### config.mk
export PLATFORM = sky130hd
export DESIGN_NAME = cmpwave_timer
export DESIGN_NICKNAME = d
export VERILOG_FILES = /design/src/rtl/cmpwave_pkg.sv /design/src/rtl/cmpwave_counter.sv /design/src/rtl/cmpwave_cmpbuf.sv /design/src/rtl/cmpwave_chan.sv /design/src/rtl/cmpwave_timer.sv
export SDC_FILE = /design/constraint.sdc
export NUM_CORES = 1
export LEC_CHECK = 0
export BUFFER_PORTS_ARGS = -buffer_cell sky130_fd_sc_hd__buf_2
export CAP_MARGIN = 0
export CORE_MARGIN = 2
export CORE_UTILIZATION = 37
export DETAILED_ROUTE_END_ITERATION = 7
export PLACE_DENSITY = 0.64
export SKIP_LAST_GASP = 1
export SYNTH_ARGS = -nofsm -noshare
export SYNTH_HDL_FRONTEND = slang
export SYNTH_SLANG_ARGS = --single-unit
### constraint.sdc
create_clock -name clk -period 3.2 [get_ports clk]
set_clock_uncertainty 0.05 [all_clocks]
set_input_delay 0.32 -clock clk [delete_from_list [all_inputs] [get_ports clk]]
set_output_delay 0.32 -clock clk [all_outputs]
set_load 0.05 [all_outputs]
### src/rtl/cmpwave_pkg.sv
package cmpwave_pkg;

  typedef enum logic [1:0] {
    WK_NORMAL = 2'd0,
    WK_CTC    = 2'd1,
    WK_FAST   = 2'd2,
    WK_PHASE  = 2'd3
  } wave_kind_e;

  typedef enum logic [1:0] {
    PA_HOLD = 2'd0,
    PA_SET  = 2'd1,
    PA_CLR  = 2'd2,
    PA_TGL  = 2'd3
  } pin_act_e;

  function automatic wave_kind_e decode_kind(input logic [2:0] wm);
    case (wm)
      3'b010:          decode_kind = WK_CTC;
      3'b011, 3'b111:  decode_kind = WK_FAST;
      3'b001, 3'b101:  decode_kind = WK_PHASE;
      default:         decode_kind = WK_NORMAL;
    endcase
  endfunction

  function automatic logic top_is_cmp(input logic [2:0] wm);
    top_is_cmp = (wm == 3'b010) || (wm == 3'b111) || (wm == 3'b101);
  endfunction

endpackage

### src/rtl/cmpwave_counter.sv
module cmpwave_counter
  import cmpwave_pkg::*;
#(
  parameter int W = 8
) (
  input  logic         clk,
  input  logic         rst_n,
  input  wave_kind_e   kind,
  input  logic [W-1:0] top,
  output logic [W-1:0] count,
  output logic         dir_up,
  output logic         at_top
);
  localparam logic [W-1:0] ZERO = '0;
  localparam logic [W-1:0] ONE  = W'(1);

  logic [W-1:0] cnt_q, cnt_d;
  logic         up_q;

  always_comb begin
    at_top = (cnt_q == top);
    if (kind == WK_PHASE) begin
      if (at_top)              dir_up = 1'b0;
      else if (cnt_q == ZERO)  dir_up = 1'b1;
      else                     dir_up = up_q;
    end else begin
      dir_up = 1'b1;
    end
  end

  always_comb begin
    case (kind)
      WK_CTC, WK_FAST: cnt_d = at_top ? ZERO : cnt_q + ONE;
      WK_PHASE: begin
        if (top == ZERO)  cnt_d = ZERO;
        else if (dir_up)  cnt_d = cnt_q + ONE;
        else              cnt_d = cnt_q - ONE;
      end
      default:         cnt_d = cnt_q + ONE;
    endcase
  end

  always_ff @(posedge clk) begin
    if (!rst_n) begin
      cnt_q <= ZERO;
      up_q  <= 1'b1;
    end else begin
      cnt_q <= cnt_d;
      up_q  <= dir_up;
    end
  end

  assign count = cnt_q;

  // fast PWM wraps to zero after TOP
  a_r2_fast_wrap: assert property (@(posedge clk) disable iff (!rst_n)
    (kind == WK_FAST && at_top) |=> (cnt_q == ZERO));

  // phase-correct moves by exactly one step each clock
  a_r2_phase_step: assert property (@(posedge clk) disable iff (!rst_n)
    (kind == WK_PHASE && top != ZERO) |=>
      ((cnt_q - $past(cnt_q)) == ONE || (cnt_q - $past(cnt_q)) == {W{1'b1}}));

endmodule

### src/rtl/cmpwave_cmpbuf.sv
module cmpwave_cmpbuf #(
  parameter int W = 8
) (
  input  logic         clk,
  input  logic         rst_n,
  input  logic         pwm,
  input  logic         load,
  input  logic         we,
  input  logic [W-1:0] wdata,
  output logic [W-1:0] active
);
  logic [W-1:0] hold_q, act_q;

  always_ff @(posedge clk) begin
    if (!rst_n) begin
      hold_q <= '0;
      act_q  <= '0;
    end else begin
      if (we) hold_q <= wdata;
      if (!pwm && we)      act_q <= wdata;
      else if (pwm && load) act_q <= hold_q;
    end
  end

  assign active = act_q;

  // in PWM kinds the active value only moves at TOP
  a_r8_hold_between_tops: assert property (@(posedge clk) disable iff (!rst_n)
    (pwm && !load) |=> $stable(act_q));

endmodule

### src/rtl/cmpwave_chan.sv
module cmpwave_chan
  import cmpwave_pkg::*;
#(
  parameter int W      = 8,
  parameter bit CHAN_A = 1'b1
) (
  input  logic         clk,
  input  logic         rst_n,
  input  wave_kind_e   kind,
  input  logic         wm_hi,
  input  logic [1:0]   act_code,
  input  logic [W-1:0] count,
  input  logic [W-1:0] cmp,
  input  logic [W-1:0] top,
  input  logic         at_top,
  input  logic         dir_up,
  input  logic         dir_bit,
  output logic         pin,
  output logic         ovr,
  output logic         drv
);
  logic     match;
  logic     may_toggle;
  pin_act_e act;
  logic     pin_q;

  assign match      = (count == cmp);
  assign may_toggle = CHAN_A && wm_hi;

  always_comb begin
    act = PA_HOLD;
    if (act_code != 2'b00) begin
      case (kind)
        WK_NORMAL, WK_CTC: begin
          if (match) begin
            case (act_code)
              2'b01:   act = PA_TGL;
              2'b10:   act = PA_CLR;
              default: act = PA_SET;
            endcase
          end
        end
        WK_FAST: begin
          if (act_code == 2'b01) begin
            if (may_toggle && match) act = PA_TGL;
          end else if (at_top) begin
            act = act_code[0] ? PA_CLR : PA_SET;
          end else if (match) begin
            act = act_code[0] ? PA_SET : PA_CLR;
          end
        end
        default: begin
          if (act_code == 2'b01) begin
            if (may_toggle && match) act = PA_TGL;
          end else if (cmp == top) begin
            if (at_top) act = act_code[0] ? PA_CLR : PA_SET;
          end else if (match) begin
            if (dir_up ^ act_code[0]) act = PA_CLR;
            else                      act = PA_SET;
          end
        end
      endcase
    end
  end

  always_ff @(posedge clk) begin
    if (!rst_n) begin
      pin_q <= 1'b0;
    end else begin
      case (act)
        PA_SET:  pin_q <= 1'b1;
        PA_CLR:  pin_q <= 1'b0;
        PA_TGL:  pin_q <= ~pin_q;
        default: pin_q <= pin_q;
      endcase
    end
  end

  assign pin = pin_q;
  assign ovr = |act_code;
  assign drv = ovr & dir_bit;

  // no drive without the direction bit
  a_r10_no_drive_without_dir: assert property (@(posedge clk) disable iff (!rst_n)
    !dir_bit |-> !drv);

  // non-PWM kinds hold the pin when there is no match
  a_r3_hold_no_match: assert property (@(posedge clk) disable iff (!rst_n)
    ((kind == WK_NORMAL || kind == WK_CTC) && !match) |=> $stable(pin_q));

  // non-inverting fast PWM is high after TOP
  a_r4_fast_top_set: assert property (@(posedge clk) disable iff (!rst_n)
    (kind == WK_FAST && act_code == 2'b10 && at_top) |=> pin_q);

  // code 00 leaves the pin alone
  a_r10_off_holds: assert property (@(posedge clk) disable iff (!rst_n)
    (act_code == 2'b00) |=> $stable(pin_q));

endmodule

### src/rtl/cmpwave_timer.sv
module cmpwave_timer
  import cmpwave_pkg::*;
#(
  parameter int W = 8
) (
  input  logic         clk,
  input  logic         rst_n,
  input  logic [2:0]   wave_mode,
  input  logic [1:0]   act_a,
  input  logic [1:0]   act_b,
  input  logic         cmp_a_we,
  input  logic [W-1:0] cmp_a_wdata,
  input  logic         cmp_b_we,
  input  logic [W-1:0] cmp_b_wdata,
  input  logic         dir_a,
  input  logic         dir_b,
  output logic [W-1:0] count,
  output logic         pin_a,
  output logic         pin_b,
  output logic         ovr_a,
  output logic         ovr_b,
  output logic         drv_a,
  output logic         drv_b
);
  localparam int NCH = 2;

  wave_kind_e   kind;
  logic         pwm;
  logic [W-1:0] top;
  logic [W-1:0] cnt;
  logic         dir_up, at_top;

  logic [NCH-1:0]        ch_we;
  logic [NCH-1:0][W-1:0] ch_wdata;
  logic [NCH-1:0][W-1:0] ch_cmp;
  logic [NCH-1:0][1:0]   ch_code;
  logic [NCH-1:0]        ch_dir;
  logic [NCH-1:0]        ch_pin, ch_ovr, ch_drv;

  assign kind = decode_kind(wave_mode);
  assign pwm  = (kind == WK_FAST) || (kind == WK_PHASE);
  assign top  = top_is_cmp(wave_mode) ? ch_cmp[0] : {W{1'b1}};

  assign ch_we    = {cmp_b_we, cmp_a_we};
  assign ch_wdata = {cmp_b_wdata, cmp_a_wdata};
  assign ch_code  = {act_b, act_a};
  assign ch_dir   = {dir_b, dir_a};

  cmpwave_counter #(.W(W)) u_cnt (
    .clk    (clk),
    .rst_n  (rst_n),
    .kind   (kind),
    .top    (top),
    .count  (cnt),
    .dir_up (dir_up),
    .at_top (at_top)
  );

  for (genvar g = 0; g < NCH; g++) begin : g_ch
    cmpwave_cmpbuf #(.W(W)) u_buf (
      .clk    (clk),
      .rst_n  (rst_n),
      .pwm    (pwm),
      .load   (at_top),
      .we     (ch_we[g]),
      .wdata  (ch_wdata[g]),
      .active (ch_cmp[g])
    );

    cmpwave_chan #(.W(W), .CHAN_A(g == 0)) u_chan (
      .clk      (clk),
      .rst_n    (rst_n),
      .kind     (kind),
      .wm_hi    (wave_mode[2]),
      .act_code (ch_code[g]),
      .count    (cnt),
      .cmp      (ch_cmp[g]),
      .top      (top),
      .at_top   (at_top),
      .dir_up   (dir_up),
      .dir_bit  (ch_dir[g]),
      .pin      (ch_pin[g]),
      .ovr      (ch_ovr[g]),
      .drv      (ch_drv[g])
    );
  end

  assign count = cnt;
  assign pin_a = ch_pin[0];
  assign pin_b = ch_pin[1];
  assign ovr_a = ch_ovr[0];
  assign ovr_b = ch_ovr[1];
  assign drv_a = ch_drv[0];
  assign drv_b = ch_drv[1];

  // channel B never toggles under code 01 in PWM kinds
  a_r7_b_holds_in_pwm: assert property (@(posedge clk) disable iff (!rst_n)
    (pwm && act_b == 2'b01) |=> $stable(pin_b));

endmodule

[Word-level counts from Yosys, hierarchy flattened]
Index checks and enable logic that the tools add are counted.
Cells by class
  reductions and logical operators: 23
  add/subtract/negate cells: 2
  bitwise operators: 6
  muxes and demuxes: 44
  eq/ne operators: 23
Operators with widths (count)
  2-to-1 mux 8 bit: 8
  2-to-1 mux 2 bit: 25
  equality test 8 bit: 5
  equality test 2 bit, second input constant: 8
  logical NOT 8 bit: 2
  one-hot mux 2 bit (2 select lines): 4
  one-hot mux 8 bit (2 select lines): 1
  OR reduction 2 bit: 6
  equality test 2 x 1 -> 1 bit, second input constant: 5
  adder 8 x 1 -> 8 bit, second input constant: 1
  nonzero test 2 bit: 4
  subtractor 8 x 1 -> 8 bit, second input constant: 1
  equality test 3 x 2 -> 1 bit, second input constant: 2
  equality test 3 bit, second input constant: 2
  one-hot mux 1 bit (3 select lines): 2
  one-hot mux 2 bit (3 select lines): 1
  nonzero test 3 bit: 2
  logical AND 1 bit: 4
  equality test 3 x 1 -> 1 bit, second input constant: 1
  logical OR 1 bit: 3
  2-to-1 mux 1 bit: 3
  bitwise AND 1 bit: 2
  logical NOT 2 bit: 1
  NOT 1 bit: 2
  other kinds (2): 3
Storage, ports and cells
  bits of input ports: 29
  output and inout port bits: 14
  flip-flop bits (word level): 43

[Depth between registers and ports, before layout]
Gate-level depths: netlist of run 1.
  depth after elaboration: 16
  gate-level depth with buffers: 12
  mapped depth without buffers: 10

[Modules after synthesis]
From an unflattened synthesis of run 1, not the netlist that was laid out.
Second synthesis, totals
  cell total of the unflattened synthesis: 355
  area, all modules: 3316.9 um^2
By module, submodules not included
  cmpwave_cmpbuf: cells an instance 62, area each 726.9 um^2, times used 2
  cmpwave_counter: cells an instance 104, area each 847.1 um^2, times used 1
  cmpwave_chan (g_ch[0].u_chan): cells an instance 60, area each 475.5 um^2, times used 1
  cmpwave_chan (g_ch[1].u_chan): cells an instance 53, area each 429.2 um^2, times used 1
  cmpwave_timer: cells an instance 14, area each 111.4 um^2, times used 1

[Worst setup path after synthesis of run 1]
Ideal clock, no wire load.
  path kind: register -> register
  from: register u_cnt.cnt_q[0], in the netlist u_cnt.count[0]
  to: register u_cnt.cnt_q[3], in the netlist u_cnt.count[3]
  required time: 3.092 ns
  data arrival time: 2.746 ns
  cell stages (with the launch flop): 12
  setup time: 0.058 ns
  clock period less this slack: 2.854 ns
  slack: 0.346 ns
  cells stage by stage: dfxtp_1 -> clkbuf_1 -> inv_1 -> ha_1 -> nor4b_1 -> a21oi_1 -> a41oi_2 -> or3_1 -> buf_2 -> o22ai_1 -> o2bb2ai_1 -> o21a_1
Between the ends
  cells in the longest elaborated chain, start to end: 7
  elaborated cells between the ends (all ways): 11
RTL lines
  start, declared: line cmpwave_counter.sv:17  | logic [W-1:0] cnt_q, cnt_d;
  start signal, assigned: line cmpwave_counter.sv:48  | cnt_q <= cnt_d;
  parallel branches: the longest is 6 deep, another holds subtractor 8 x 1 -> 8 bit
  one-hot mux 8 bit (2 select lines) (*): line cmpwave_counter.sv:32  | case (kind)
Every way passes the cells marked *.
A chain may end at the register's enable or synchronous reset.

[Worst setup path after layout of run 1]
  from: register g_ch[0].u_buf.act_q[3]
  to: register g_ch[1].u_chan.pin_q
Between the ends
  cells in the longest elaborated chain, start to end: 13
  elaborated cells between the ends (all ways): 20
RTL lines
  start, declared: line cmpwave_cmpbuf.sv:12  | logic [W-1:0] hold_q, act_q;
  start signal, assigned: line cmpwave_cmpbuf.sv:20  | if (!pwm && we) act_q <= wdata;
  start signal, assigned: line cmpwave_cmpbuf.sv:21  | else if (pwm && load) act_q <= hold_q;
  2-to-1 mux 8 bit (*): line cmpwave_timer.sv:42  | assign top = top_is_cmp(wave_mode) ? ch_cmp[0] : {W{1'b1}};
  equality test 8 bit: line cmpwave_counter.sv:21  | at_top = (cnt_q == top);
  2-to-1 mux 1 bit: line cmpwave_counter.sv:23  | if (at_top) dir_up = 1'b0;
  2-to-1 mux 1 bit: line cmpwave_counter.sv:22  | if (kind == WK_PHASE) begin
  XOR 1 bit: line cmpwave_chan.sv:58  | if (dir_up ^ act_code[0]) act = PA_CLR;
  2-to-1 mux 2 bit: line cmpwave_chan.sv:58
  2-to-1 mux 2 bit: line cmpwave_chan.sv:57  | end else if (match) begin
  2-to-1 mux 2 bit: line cmpwave_chan.sv:55  | end else if (cmp == top) begin
  2-to-1 mux 2 bit: line cmpwave_chan.sv:53  | if (act_code == 2'b01) begin
  one-hot mux 2 bit (2 select lines) (*): line cmpwave_chan.sv:33  | case (kind)
  2-to-1 mux 2 bit (*): line cmpwave_chan.sv:32  | if (act_code != 2'b00) begin
  equality test 2 bit or equality test 2 x 1 -> 1 bit (tied branches): line cmpwave_chan.sv:70  | case (act)
  one-hot mux 1 bit (3 select lines) or nonzero test 3 bit (tied branches)
  end signal, assigned: line cmpwave_chan.sv:73  | PA_TGL: pin_q <= ~pin_q;
  end signal, assigned: line cmpwave_chan.sv:74  | default: pin_q <= pin_q;
  end, declared: line cmpwave_chan.sv:25  | logic pin_q;
Mark *: on every way between the ends. The rest lies on a longest branch, timed or not.

==> results of run 1 <==
==> final timing paths <==
path	start	endpoint	slack (ns)
setup reg to reg	g_ch[0].u_buf.active[3]	g_ch[1].u_chan.pin	0.40
setup / recovery	g_ch[0].u_buf.active[3]	g_ch[1].u_chan.pin	0.40
hold reg to reg	g_ch[1].u_buf.hold_q[4]	g_ch[1].u_buf.hold_q[4]	0.48
hold / removal	cmp_b_wdata[1]	g_ch[1].u_buf.hold_q[1]	0.23
==> synth_stat cells (2+ instances only) <==
cell        n  share of area (%)
and3_1      2               0.37
o21ai_0     8                1.2
nor2_1     16                1.8
a21oi_1    12                1.8
a22oi_1     6                1.3
nand3_1     8                1.2
buf_2       9                1.3
a311o_2     4                1.3
o31ai_1     4               0.89
nor3_1     10                1.5
nand3b_1    3               0.67
o211ai_1    3               0.67
nor4_1      5               0.93
a41oi_1     3               0.78
buf_1       4               0.45
a21o_1      2               0.45
nand2_1    46                5.1
mux2i_1    33                9.8
a2111oi_1   3               0.89
o2bb2ai_1   2               0.52
dfxtp_1    43                 26
or2_2       6                1.1
nor2b_1    22                4.1
o211a_1    19                5.7
xor2_1     10                2.6
nand4_1    12                2.2
a2111oi_0   2               0.52
and2_1      4               0.74
xnor2_1    13                3.4
o22ai_1     6                1.1
o21a_1      3               0.67
ha_1       12                4.5
or4b_1      5                1.5
inv_1      13                1.5
or3_1       4               0.74
nor4bb_1    3               0.89
o221ai_1    5                1.3
clkbuf_1   23                2.6
==> metal layers <==
metal  wire length [um]  vias up  GRT usage [%]
li1                   -     1557              -
met1               3788     1447          22.33
met2               3974       94          28.85
met3                492       19          3.584
met4                193        0          5.269
met5                  0        -              0
==> final cells by class <==
cell class                      instances  share of cell area, %
Multi-Input combinational cell        315                  60.49
Sequential cell                        43                  22.77
Timing Repair Buffer                   59                  9.265
Tap cell                              108                  3.574
Clock buffer                            6                  2.184
Inverter                               13                  1.291
Clock inverter                          2                 0.4302
==> cells by family (layout without fill, tap and decap cells) <==
family                   after synthesis  in the layout  synth area share [%]
buffers and inverters                 51             80                 6.294
adder cells (fa/ha/maj)               12             12                 4.469
XOR/XNOR                              23             23                 5.996
AND/OR/NAND/NOR                      155            155                 25.59
AO/OA/AOI/OAI                         91             91                 21.86
flip-flops                            43             43                 25.62
multiplexers                          34             34                 10.17
==> critical path: stages (launching register included) <==
cell and delay [ns]:
dfxtp_1 0.44, or4b_1 0.55, o221ai_1 0.24, a311o_2 0.26, nand4_4 0.20, or4b_1 0.55
a41oi_1 0.21, o31ai_1 0.09, a21oi_1 0.14
==> flip-flops by register name, summed over array words and instances, names as in the netlist <==
signal             cells
g_ch.u_buf.active     16
g_ch.u_buf.hold_q     16
g_ch.u_chan.pin        2
u_cnt.count            8
u_cnt.up_q             1
==> report_power, final <==
group	switching, uW	internal (uW)
clock	215	177
sequential	45.1	567
combinational	223	164
==> metrics by stage <==
step	cell area (um2)	setup WS [ns]	power, uW	hold WS, ns
after global placement	3682	0.2834	1002	0.4453
after floorplan	3359	0.3458	905.6	0.4319
after CTS	3781	0.4258	1401	0.2373
final	3781	0.4017	1390	0.2341
after global routing	3781	0.2456	1466	0.2557
after detailed placement	3682	0.1790	1010	0.4519
==> results.md, run 1 <==
* Status: finished, final reports clean
* Initial antenna violation count at 0
* Vias in the first global route at slightly below 3000
* Util after Layout at between 40% and 50%
* CP arrival at 2.99 ns
* Global-route total usage across every layer at 17.24%
* Post-Route WL at around 8400 um
* Register area at 860.8 um2
* Detail Route Antenna Nets at 0
* First-pass DRT Iterations at 5
* Row count at 34
* Slew headroom at 50.63%
* Core Area at 8763 um2
* Sequential fraction of the synthesis area at about a quarter
* Clock Latency Late Sink at slightly above 0.3 ns
* Post-CTS Resized at 0
* Per-cell routed wire length at about 15 um
* Gr ovfl total at 0
* Min Tclk post-route at around 2.8 ns
* Initial Util at roughly two fifths
* I/O pins at 43
* Tightest Hold Check Type: input pin to flip-flop
* R2r worst-path depth at 8
* Post-CTS setup buffer count at 0
* Die Span Y at 99.29 um
* Crit end category: flip-flop
* Num CTS Buffers at 5
* # setup viols final at 0
* Ant diodes at 0
* CTS tree: done
* CTS Root Buffer Type: clkbuf_8
* Number of port buffers at 42
* Power Density at about 370 nW/um2
* Commonest non-fill, non-tap cell in the layout: nand2_1
* CTS clk-pin slew, worst paths at ~0.090 ns
* Synth async-reset ratio at 0%
* Initial DRC Count at 183
* Slew Limit Fails at 0
* Synth Net Count at between 400 and 500
* Die width at ~99 um
* Max VDD drop at 0.2546 mV
* Leak at between 0.0015 and 0.002 uW
* Mapped cell area at 3359 um2
* DRC violations left at 0
* Number of distinct library cells after synthesis at slightly below 60
* Layout Area Growth over Synthesis at 12.55%
* Unrepaired setup endpoints after global routing: no
* Max Root-Sink Buffers at 2
* Area of the multi-input gates at approximately 2300 um2
* Fin cells at about 550
* Worst Path Max Fanout at 13
* Post-DP HPWL at 6226 um
* Share of cells above drive strength 1 at 19.41%
* Hold buffers post-CTS at 0
* Max Cap Viol at 0
* Placer congestion estimate at 0.8411
* Setup CP Type: flip-flop to flip-flop
* Yosys reg bits at 43
* WHS Path Cells at 3
* H-tree levels at 2
* Final period utilization at 87.45%
* Inst Count DP at approximately 540
* Sink Count at 43
* Global-route wire length before repair at 14070 um
* Setup TNS at 0 ns
* Fill count at 891
* Primary FF master, synth: dfxtp_1
* Die area at 9858 um2
* Commonest non-fill, non-tap cells in the layout: 46 x nand2_1, 43 x dfxtp_1, 42 x buf_2
* DR vias at 3117
* Crit start category: flip-flop
* Post-synth EDFFs at 0
* Largest net degree at the start of global routing at between 40 and 50
* Syn. warnings at 0
* Worst Tran Pin Value at 0.7406 ns
* Vias per cell at 5.709
* Fmax at 0.3574 GHz
* Final Hold Viols at 0
* Nets at around 480
* Synth Instances at 409
* Crit path required time at 3.39 ns
* Syn_area_per_cell at ~8 um2
No activity file was read; power rests on OpenSTA's default activity.
==> run 2: changes to the inputs <==
--- a/config.mk
+++ b/config.mk
@@ -14,4 +14,5 @@
 export SKIP_LAST_GASP = 1
 export SYNTH_ARGS = -nofsm -noshare
 export SYNTH_HDL_FRONTEND = slang
+export SYNTH_HIERARCHICAL = 1
 export SYNTH_SLANG_ARGS = --single-unit
==> results.md, run 2 <==
* WHS Path Cells at 3 (unchanged)
* Setup TNS at 0 ns (unchanged)
* Worst Path Max Fanout at 9 (-4)
* Number of distinct library cells after synthesis at 58 (-1.7%)
* RR Endpoint: g_ch[0].u_chan/pin
* Switching pwr at 443.0 uW (-8.2%)
* Leak at 0.001620 uW (-7.5%)
* Crit path required time at 3.38 ns (about the same)
* Min Tclk post-route at 2.918 ns (+0.1202 ns)
* H-tree levels at 2 (unchanged)
* Clock Latency Late Sink at 0.30 ns (about the same)
* Max Root-Sink Buffers at 2 (unchanged)
* Initial antenna violation count at 0 (unchanged)
* Number of port buffers at 42 (unchanged)
* Slowest Stage Delay on Critical Path at 0.39 ns (-0.16 ns)
* Min-delay src: cmp_b_wdata[6]
* Commonest non-fill, non-tap cells in the layout: 43 x dfxtp_1, 42 x buf_2, 30 x xor2_1
* DR vias at 2828 (-9.3%)
* Largest net degree at the start of global routing at 50 (+11%)
* Hold Path End: g_ch[1].u_buf/hold_q[6]
* Cell taking the most area after synthesis: dfxtp_1
* Top cells by area, synth: dfxtp_1 26%, xor2_1 7.9%, o2111a_1 5.4%
* Power Density at 372.2 nW/um2 (+1.2%)
* Synth top area share at 25.95% (+0.33 points)
* Comb power frac at 26.4% (-1.4 points)
* Slew headroom at 71.49% (+21 points)
* Final Hold Viols at 0 (unchanged)
* CTS tree: done
* Reg2reg setup slack at 0.45 ns (+0.05 ns)
* Sequential fraction of the synthesis area at 25.95% (+0.33 points)
* Die area at 9738 um2 (-1.2%)
* Setup CP Type: input pin to flip-flop
* Num CTS Buffers at 5 (unchanged)
* Family with the most delay on the worst path: simple AND/OR/NAND/NOR gates
* R2r startpoint: g_ch[0].u_buf/active[7]
* Post-Route WL at 7804 um (-7.6%)
* Unrepaired setup endpoints after global routing: no
* Hold buffers post-CTS at 0 (unchanged)
* Final period utilization at 91.20% (+3.8 points)
* Yosys reg bits at 43 (unchanged)
* Placer congestion estimate at 0.8796 (+4.6%)
* CP arrival at 3.09 ns (+0.10 ns)
* Row count at 34 (unchanged)
* CP max stage cell: nor3b_4
* Slew Limit Fails at 0 (unchanged)
* Sw frac at 31.18% (-3.5 points)
* Gr ovfl total at 0 (unchanged)
* Per-cell routed wire length at 15.01 um (-3.0%)
* CP most frequent cell: nand2_1
* Vias per cell at 5.438 (-4.7%)
* Post-synth EDFFs at 0 (unchanged)
* Syn. warnings at 6 (+6)
* Die Span Y at 98.68 um (-0.61%)
* Worst Tran Pin Value at 0.4168 ns (-0.3238 ns)
* Post-DP HPWL at 5851 um (-6.0%)
* Synth async-reset ratio at 0% (unchanged)
* First-pass DRT Iterations at 6 (+1)
* Commonest non-fill, non-tap cell in the layout: dfxtp_1
* Post-CTS Resized at 0 (unchanged)
* Core Area at 8721 um2 (-0.49%)
* # setup viols final at 0 (unchanged)
* Ant diodes at 0 (unchanged)
* Layout Area Growth over Synthesis at 15.09%
* Global-route total usage across every layer at 16.41% (-0.83 points)
* Status: finished, final reports clean
* Crit start category: input pin
* Max VDD drop at 0.1975 mV (-22%)
* Clock share of power at 31.6% (+3.5 points)
* Power share of the sequential group at 42.0% (-2.0 points)
* Share of cells above drive strength 1 at 24.03% (+4.6 points)
* Vias in the first global route at 2788 (-4.9%)
* Post-layout power at 1421 uW (+2.2%)
* Global-route wire length before repair at 13300 um (-5.5%)
* R2r worst-path depth at 11 (+3)
* Worst path cell trace: buf_2 > nor3b_4 > o21bai_1 > xor2_1 > nor4_4 > nand2_1 > nand2_1 > nand2_1 > or2_2 > a2111oi_0 > nor4b_1 > o31a_1 > a211oi_2
* Fmax at 0.3426 GHz (-4.1%)
* Sink Count at 43 (unchanged)
* Synth Net Count at 395 (-12%)
* Max Cap Viol at 0 (unchanged)
* Int Power at 977.7 uW (+7.8%)
* Most instantiated cells after synthesis: 43 x dfxtp_1, 30 x xor2_1, 21 x nor2b_1
* Syn_area_per_cell at 9.343 um2 (+14%)
* Worst Path Buf+Inv at 1 (+1)
* Initial Util at 38.03% (-0.30 points)
* Die width at 98.68 um (-0.61%)
* Post-CTS setup buffer count at 0 (unchanged)
* Count leader, synth: dfxtp_1
* CTS Root Buffer Type: clkbuf_8
* Initial DRC Count at 113 (-38%)
* Synth Instances at 355 (-13%)
* Mapped cell area at 3317 um2 (-1.3%)
* DRC violations left at 0 (unchanged)
* Primary FF master, synth: dfxtp_1
* Nets at 451 (-5.6%)
* Tightest Hold Check Type: input pin to flip-flop
* I/O pins at 43 (unchanged)
* Crit end category: flip-flop
* Detail Route Antenna Nets at 0 (unchanged)
* CTS clk-pin slew, worst paths at 0.09 ns (about the same)
## run 2: changes by cell type after synthesis, moves of 6 or more
cell and change:
o2111a_1 +16, mux2i_1 -16, o211a_1 -19, nand4_1 -8, a21oi_1 -6, nand3b_1 +15, nand2_1 -29, xor2_1 +20
o21bai_1 +9, clkbuf_1 -20, or3b_1 +11
## run 2: worst max-delay path by stage
| stage | from | to | slack [ns] | cells past startpoint |
|---|---|---|---|---|
| 2_1_floorplan | wave_mode[0] | g_ch[1].u_chan/pin | 0.19 | 12 |
| 3_3_place_gp | wave_mode[2] | g_ch[0].u_chan/pin | 0.08 | 13 |
| 3_5_place_dp | wave_mode[2] | g_ch[0].u_chan/pin | 0.03 | 13 |
| 4_1_cts | wave_mode[2] | g_ch[0].u_chan/pin | 0.33 | 13 |
| 5_1_grt | wave_mode[2] | g_ch[0].u_chan/pin | 0.06 | 13 |
| 6_report | wave_mode[2] | g_ch[0].u_chan/pin | 0.28 | 13 |
## run 2: layer usage
metal  up-vias  part of all wire [%]  global-route usage (%)
met3         7                   2.5                   1.773
met1      1349                    48                   21.85
met2        57                    48                   28.68
met5         -                     0                       0
li1       1415                     -                       -
met4         0                   1.0                   3.688
## run 2: area by class of cell
type                            count  area (um2)
Fill cell                         872        4903
Multi-Input combinational cell    276        2235
Sequential cell                    43       860.8
Timing Repair Buffer               68       405.4
Tap cell                          108       135.1
Clock buffer                        6       82.58
Inverter                           17       63.81
Clock inverter                      2       35.03
## run 2: cells by family (layout without fill, tap and decap cells)
kind of cell               count (synthesis)  count (layout)  synth area share [%]
AOI/OAI and AO/OA                         68              68                 16.98
muxes                                     19              19                 5.809
xor gates and xnor gates                  43              43                 12.03
DFF                                       43              43                 25.95
and+or+nand+nor                          135             135                 28.40
buffers and inverters                     36              93                 6.677
adders and majority gates                 11              11                 4.149
## run 2: per-stage QoR
stage	hold WS (ns)	instances	worst slack (ns)	util, %	cell area (um2)
after floorplan	0.3982	355	0.1883	-	3317
after global placement	0.4403	512	0.08458	42.42	3700
after detailed placement	0.4480	512	0.02598	42.42	3700
after CTS	0.2371	520	0.3280	43.77	3817
after global routing	0.2435	520	0.06247	43.77	3817
final	0.2396	520	0.2815	43.77	3817
## run 2: power by group through the flow
stage,clock (uW),sequential [uW],combinational [uW]
2_1_floorplan,0,626,262
3_3_place_gp,0,609,367
3_5_place_dp,0,610,374
4_1_cts,458,598,375
5_1_grt,484,602,410
6_report,449,597,375
## run 2: worst min-delay path, cell delays in order
cell	delay [ns]
buf_2	0.09
mux2i_1	0.06
nor2b_1	0.09
